**src/rtl/lpio_pkg.sv**
```systemverilog
package lpio_pkg;

    typedef enum logic [1:0] {
        SEQ_IDLE = 2'd0,
        SEQ_READ = 2'd1,
        SEQ_WRITE = 2'd2
    } seq_state_e;

endpackage

```
**src/rtl/lpio_seq.sv**
```systemverilog
module lpio_seq
    import lpio_pkg::*;
#(
    parameter int ADDR_W   = 3,
    parameter int WR_PULSE = 2
) (
    input  logic              clk,
    input  logic              rst_n,
    input  logic              cpu_rd,
    input  logic              cpu_wr,
    input  logic [ADDR_W-1:0] cpu_port,
    input  logic              ext_rdy,
    output logic              busy,
    output logic              cpu_wait,
    output logic [ADDR_W-1:0] ext_addr,
    output logic              ext_rd_n,
    output logic              ext_wr_n,
    output logic              load_in,
    output logic              load_out
);

    localparam int CNT_W = (WR_PULSE > 1) ? $clog2(WR_PULSE) : 1;

    typedef struct packed {
        seq_state_e        state;
        logic [ADDR_W-1:0] addr;
        logic [CNT_W-1:0]  cnt;
    } seq_t;

    seq_t s_d, s_q;

    always_comb begin
        s_d = s_q;
        unique case (s_q.state)
            SEQ_IDLE: begin
                if (cpu_rd) begin
                    s_d.state = SEQ_READ;
                    s_d.addr  = cpu_port;
                end else if (cpu_wr) begin
                    s_d.state = SEQ_WRITE;
                    s_d.addr  = cpu_port;
                    s_d.cnt   = CNT_W'(WR_PULSE - 1);
                end
            end
            SEQ_READ: begin
                if (ext_rdy) begin
                    s_d.state = SEQ_IDLE;
                end
            end
            SEQ_WRITE: begin
                if (s_q.cnt == '0) begin
                    s_d.state = SEQ_IDLE;
                end else begin
                    s_d.cnt = s_q.cnt - 1'b1;
                end
            end
            default: s_d.state = SEQ_IDLE;
        endcase
    end

    always_ff @(posedge clk) begin
        if (!rst_n) begin
            s_q <= '{state: SEQ_IDLE, addr: '0, cnt: '0};
        end else begin
            s_q <= s_d;
        end
    end

    assign busy     = (s_q.state != SEQ_IDLE);
    assign cpu_wait = busy && (cpu_rd || cpu_wr);
    assign ext_addr = s_q.addr;
    assign ext_rd_n = (s_q.state != SEQ_READ);
    assign ext_wr_n = (s_q.state != SEQ_WRITE);
    assign load_in  = (s_q.state == SEQ_READ) && ext_rdy;
    assign load_out = (s_q.state == SEQ_IDLE) && cpu_wr && !cpu_rd;

endmodule

```
**src/rtl/lpio_regs.sv**
```systemverilog
module lpio_regs #(
    parameter int DATA_W = 16
) (
    input  logic              clk,
    input  logic              rst_n,
    input  logic              load_in,
    input  logic [DATA_W-1:0] ext_din,
    input  logic              load_out,
    input  logic [DATA_W-1:0] cpu_wdata,
    output logic [DATA_W-1:0] in_word,
    output logic [DATA_W-1:0] out_word
);

    typedef struct packed {
        logic [DATA_W-1:0] in_reg;
        logic [DATA_W-1:0] out_reg;
    } regs_t;

    regs_t r_d, r_q;

    always_comb begin
        r_d = r_q;
        if (load_in) begin
            r_d.in_reg = ext_din;
        end
        if (load_out) begin
            r_d.out_reg = cpu_wdata;
        end
    end

    always_ff @(posedge clk) begin
        if (!rst_n) begin
            r_q <= '0;
        end else begin
            r_q <= r_d;
        end
    end

    assign in_word  = r_q.in_reg;
    assign out_word = r_q.out_reg;

endmodule

```
**src/rtl/lpio_port.sv**
```systemverilog
module lpio_port #(
    parameter int DATA_W   = 16,
    parameter int PORTS    = 8,
    parameter int WR_PULSE = 2,
    localparam int ADDR_W  = $clog2(PORTS)
) (
    input  logic              clk,
    input  logic              rst_n,
    input  logic              cpu_rd,
    input  logic              cpu_wr,
    input  logic [ADDR_W-1:0] cpu_port,
    input  logic [DATA_W-1:0] cpu_wdata,
    output logic [DATA_W-1:0] cpu_rdata,
    output logic              cpu_wait,
    output logic              busy,
    output logic [ADDR_W-1:0] ext_addr,
    output logic              ext_rd_n,
    output logic              ext_wr_n,
    input  logic              ext_rdy,
    input  logic [DATA_W-1:0] ext_din,
    output logic [DATA_W-1:0] ext_dout
);

    logic load_in;
    logic load_out;

    lpio_seq #(
        .ADDR_W  (ADDR_W),
        .WR_PULSE(WR_PULSE)
    ) seq_i (
        .clk     (clk),
        .rst_n   (rst_n),
        .cpu_rd  (cpu_rd),
        .cpu_wr  (cpu_wr),
        .cpu_port(cpu_port),
        .ext_rdy (ext_rdy),
        .busy    (busy),
        .cpu_wait(cpu_wait),
        .ext_addr(ext_addr),
        .ext_rd_n(ext_rd_n),
        .ext_wr_n(ext_wr_n),
        .load_in (load_in),
        .load_out(load_out)
    );

    lpio_regs #(
        .DATA_W(DATA_W)
    ) regs_i (
        .clk      (clk),
        .rst_n    (rst_n),
        .load_in  (load_in),
        .ext_din  (ext_din),
        .load_out (load_out),
        .cpu_wdata(cpu_wdata),
        .in_word  (cpu_rdata),
        .out_word (ext_dout)
    );

endmodule

```
**config.mk**
```make
export PLATFORM = sky130hd
export DESIGN_NAME = lpio_port
export DESIGN_NICKNAME = d
export VERILOG_FILES = /design/src/rtl/lpio_pkg.sv /design/src/rtl/lpio_seq.sv /design/src/rtl/lpio_regs.sv /design/src/rtl/lpio_port.sv
export SDC_FILE = /design/constraint.sdc
export NUM_CORES = 1
export LEC_CHECK = 0
export BUFFER_PORTS_ARGS = -buffer_cell sky130_fd_sc_hd__buf_2
export CORE_MARGIN = 5
export CORE_UTILIZATION = 43
export CTS_CLUSTER_SIZE = 28
export DETAILED_ROUTE_END_ITERATION = 6
export PLACE_DENSITY = 0.73
export SYNTH_ARGS = -nofsm -noshare
export SYNTH_HDL_FRONTEND = slang
export SYNTH_SLANG_ARGS = --single-unit
export TNS_END_PERCENT = 50
```
**constraint.sdc**
```tcl
create_clock -name clk -period 1.4 [get_ports clk]
set_input_delay 0.28 -clock clk [delete_from_list [all_inputs] [get_ports clk]]
set_output_delay 0.28 -clock clk [all_outputs]
set_load 0.005 [all_outputs]
```
==> impl_metrics.toml <==
[worst_hold_path]
hold_class = "in2reg"

[grt]
grt_pass1_wl_mm = 5.08
grt-ovfl-total = 0
antenna_found_initial = 0
track_usage_pct = 14.6
grt_max_degree = 63
grt_pass1_vias = 1190

[synthesis]
ys_seq_area_share_pct = 51.9
yosys.area.top_type = "dfxtp_1"
avgSynthCellArea_um2 = 8.24
syn_area_um2 = 1470
yosys-top-cells-area = "dfxtp_1 (52%), nand3_1 (11%), o21ai_0 (10%)"
yosysUniqueCellTypes = 22
syn-num-nets = 218
yosysTopAreaCellShare_pct = 51.9
yosysWarnings = 0
synth_seq_cells = 38
synth_cells = 178

[outcome]
status = "finished clean"

[finish]
regArea_um2 = 768
final_common_cell = "buf_2"
multi_input_area_um2 = 599
syn2layout_area_growth_pct = 38.1
layout_common_cells = "buf_2 (77), nand2_1 (39), dfxtp_1 (36)"
nNetsFinal = 296
layout.cells.non_filler = 303
postLayoutCellArea_um2 = 2030
antenna_cells = 0
fillCellCount = 318
drive_gt1_share_pct = 38.5

[job]
cap_violations = 0

[power_and_ir_drop]
power.internal_w = 0.00167
power_switching_w = 0.000504
leakagePower_nw = 0.971
pwr_density_cell_nw_per_um2 = 1070
sw_frac_of_total_pct = 23.2
power_frac_seq_pct = 53.4
combPwrFrac_pct = 14.0
ir_drop_uv = 745
power.share.clock_pct = 32.6

[worst_setup_path]
endpoint_kind = "output port"
critPathMaxFanout = 5
crit_type = "reg2out"
critPathRequiredTime_ps = 1120
cp.arrival_ps = 1100
startpoint_type = "flip-flop"

[placed_design]
dp_cells = 290
portBuffers = 78
gp_congestion = 0.699
dpl_cell_area_um2 = 1880
hpwlAfterDp_mm = 2.32

[die]
die_y_um = 68.4
row_count = 21
core_um2 = 3310
die_x_um = 68.4
die_area_um2 = 4680
start_util_pct = 44.3
pin_count = 79

[detailed_routing]
viasPerCell = 4.61
wl_mm = 3.29
antenna_left = 0
drc = 0
vias = 1397
wl_per_cell_um = 10.9
drtIter0Drc = 40
dr.pass1.iters = 4

[clocking]
cts_max_level = 2
clkSinkCount = 38
clkTransAtPathRegs_ps = 110
tritoncts = "done"
clk_latency_ps = 340
clock_path_buffers = 2
cts-root-buf = "clkbuf_4"
cts-buffers-inserted = 5

[timing]
setup_violations = 0
fmax_mhz = 727
rsz0062_at_grt = "yes"
skew_ps = 14.2
period_needed_ps = 1380
slew_viol_final = 0
hold_violations = 0
relSlewSlack_pct = 72.4
worstMarginPinSlew_ps = 403
fin_setup_tns_ps = 0
fin_crit_sh_pct = 98.2
==> final timing paths <==
path | startpoint | depth (start not counted) | slack (ps) | endpoint
setup / recovery | seq_i.s_q[5]$_SDFFE_PN0P_ | 2 | 20 | ext_wr_n
hold / removal | cpu_wdata[8] | 3 | 150 | regs_i.out_word[8]$_SDFFE_PN0P_
setup reg to reg | seq_i.s_q[4]$_SDFFE_PN0P_ | 6 | 70 | regs_i.out_word[7]$_SDFFE_PN0P_
hold reg to reg | regs_i.out_word[3]$_SDFFE_PN0P_ | 2 | 450 | regs_i.out_word[3]$_SDFFE_PN0P_
==> worst max-delay path, cell delays in order, from the launching register on <==
cell	delay [ps]
dfxtp_4	370
or2b_4	270
buf_6	110
==> flip-flops by register name (all words and copies together), names as in the netlist <==
signal and flops:
regs_i.out_word 16, seq_i.s_q 3, regs_i.in_word 16, seq_i.ext_addr 3
==> synth_stat cells (all sizes together) <==
| cell | n |
|---|---|
| or2b | 2 |
| nand3b | 1 |
| dfxtp | 38 |
| o21ai | 32 |
| or3b | 1 |
| nor4b | 1 |
| buf | 13 |
| inv | 3 |
| a2111oi | 1 |
| a21oi | 1 |
| mux2i | 3 |
| o21a | 1 |
| nor2 | 6 |
| nand3 | 32 |
| nand2 | 39 |
| clkbuf | 4 |
==> kinds of logic (layout without fill, tap and decap cells) <==
family | Yosys count | after routing | synth area share [%]
AND/OR/NAND/NOR | 82 | 82 | 26.3
flip-flops | 38 | 38 | 51.9
AO/OA/AOI/OAI | 35 | 35 | 12.4
buffers and inverters | 20 | 99 | 7.42
multiplexers | 3 | 3 | 2.05
==> power by group through the flow <==
stage	Sequential (W)	Clock, W	Combinational (W)
floorplan	0.00119	0	0.000146
global placement	0.00119	0	0.000278
detailed placement	0.00119	0	0.000281
CTS	0.00116	0.000734	0.000294
global route	0.00117	0.000781	0.000347
finish	0.00116	0.000710	0.000305
==> cell type report <==
type	instances	area share [%]
multi-input cells	120	29.6
flip-flops and latches	38	37.9
clock buffers	7	2.22
inverters	3	0.556
well taps	46	2.84
repair buffers	88	25.4
clock inverters	1	1.48
==> per-layer routing <==
layer / track usage, % / routed length, µm / part of all wire (%)
met1: 18.2 / 1520 / 46
met2: 21.1 / 1380 / 42
met5: 0 / 0 / 0
met4: 7.44 / 52 / 1.6
met3: 6.24 / 341 / 10
==> stage by stage <==
step | hold slack, ps | utilization (%) | power [W] | setup slack [ps]
floorplan | 397 | - | 0.00134 | 216
global placement | 438 | 56.8 | 0.00147 | 232
detailed placement | 442 | 56.8 | 0.00147 | 219
CTS | 128 | 60.0 | 0.00219 | 2.34
global route | 147 | 61.2 | 0.00230 | -31.1
finish | 150 | 61.2 | 0.00218 | 24.8
==> timing repair <==
item | CTS | global route
hold buffers | 0 | 0
pin swaps | 0 | 1
buffers inserted | 2 | 2
resized for setup | 6 | 2
endpoints found under the setup margin | 3 | 4
cloned | 0 | 1
(Power assumes the default switching activity.)
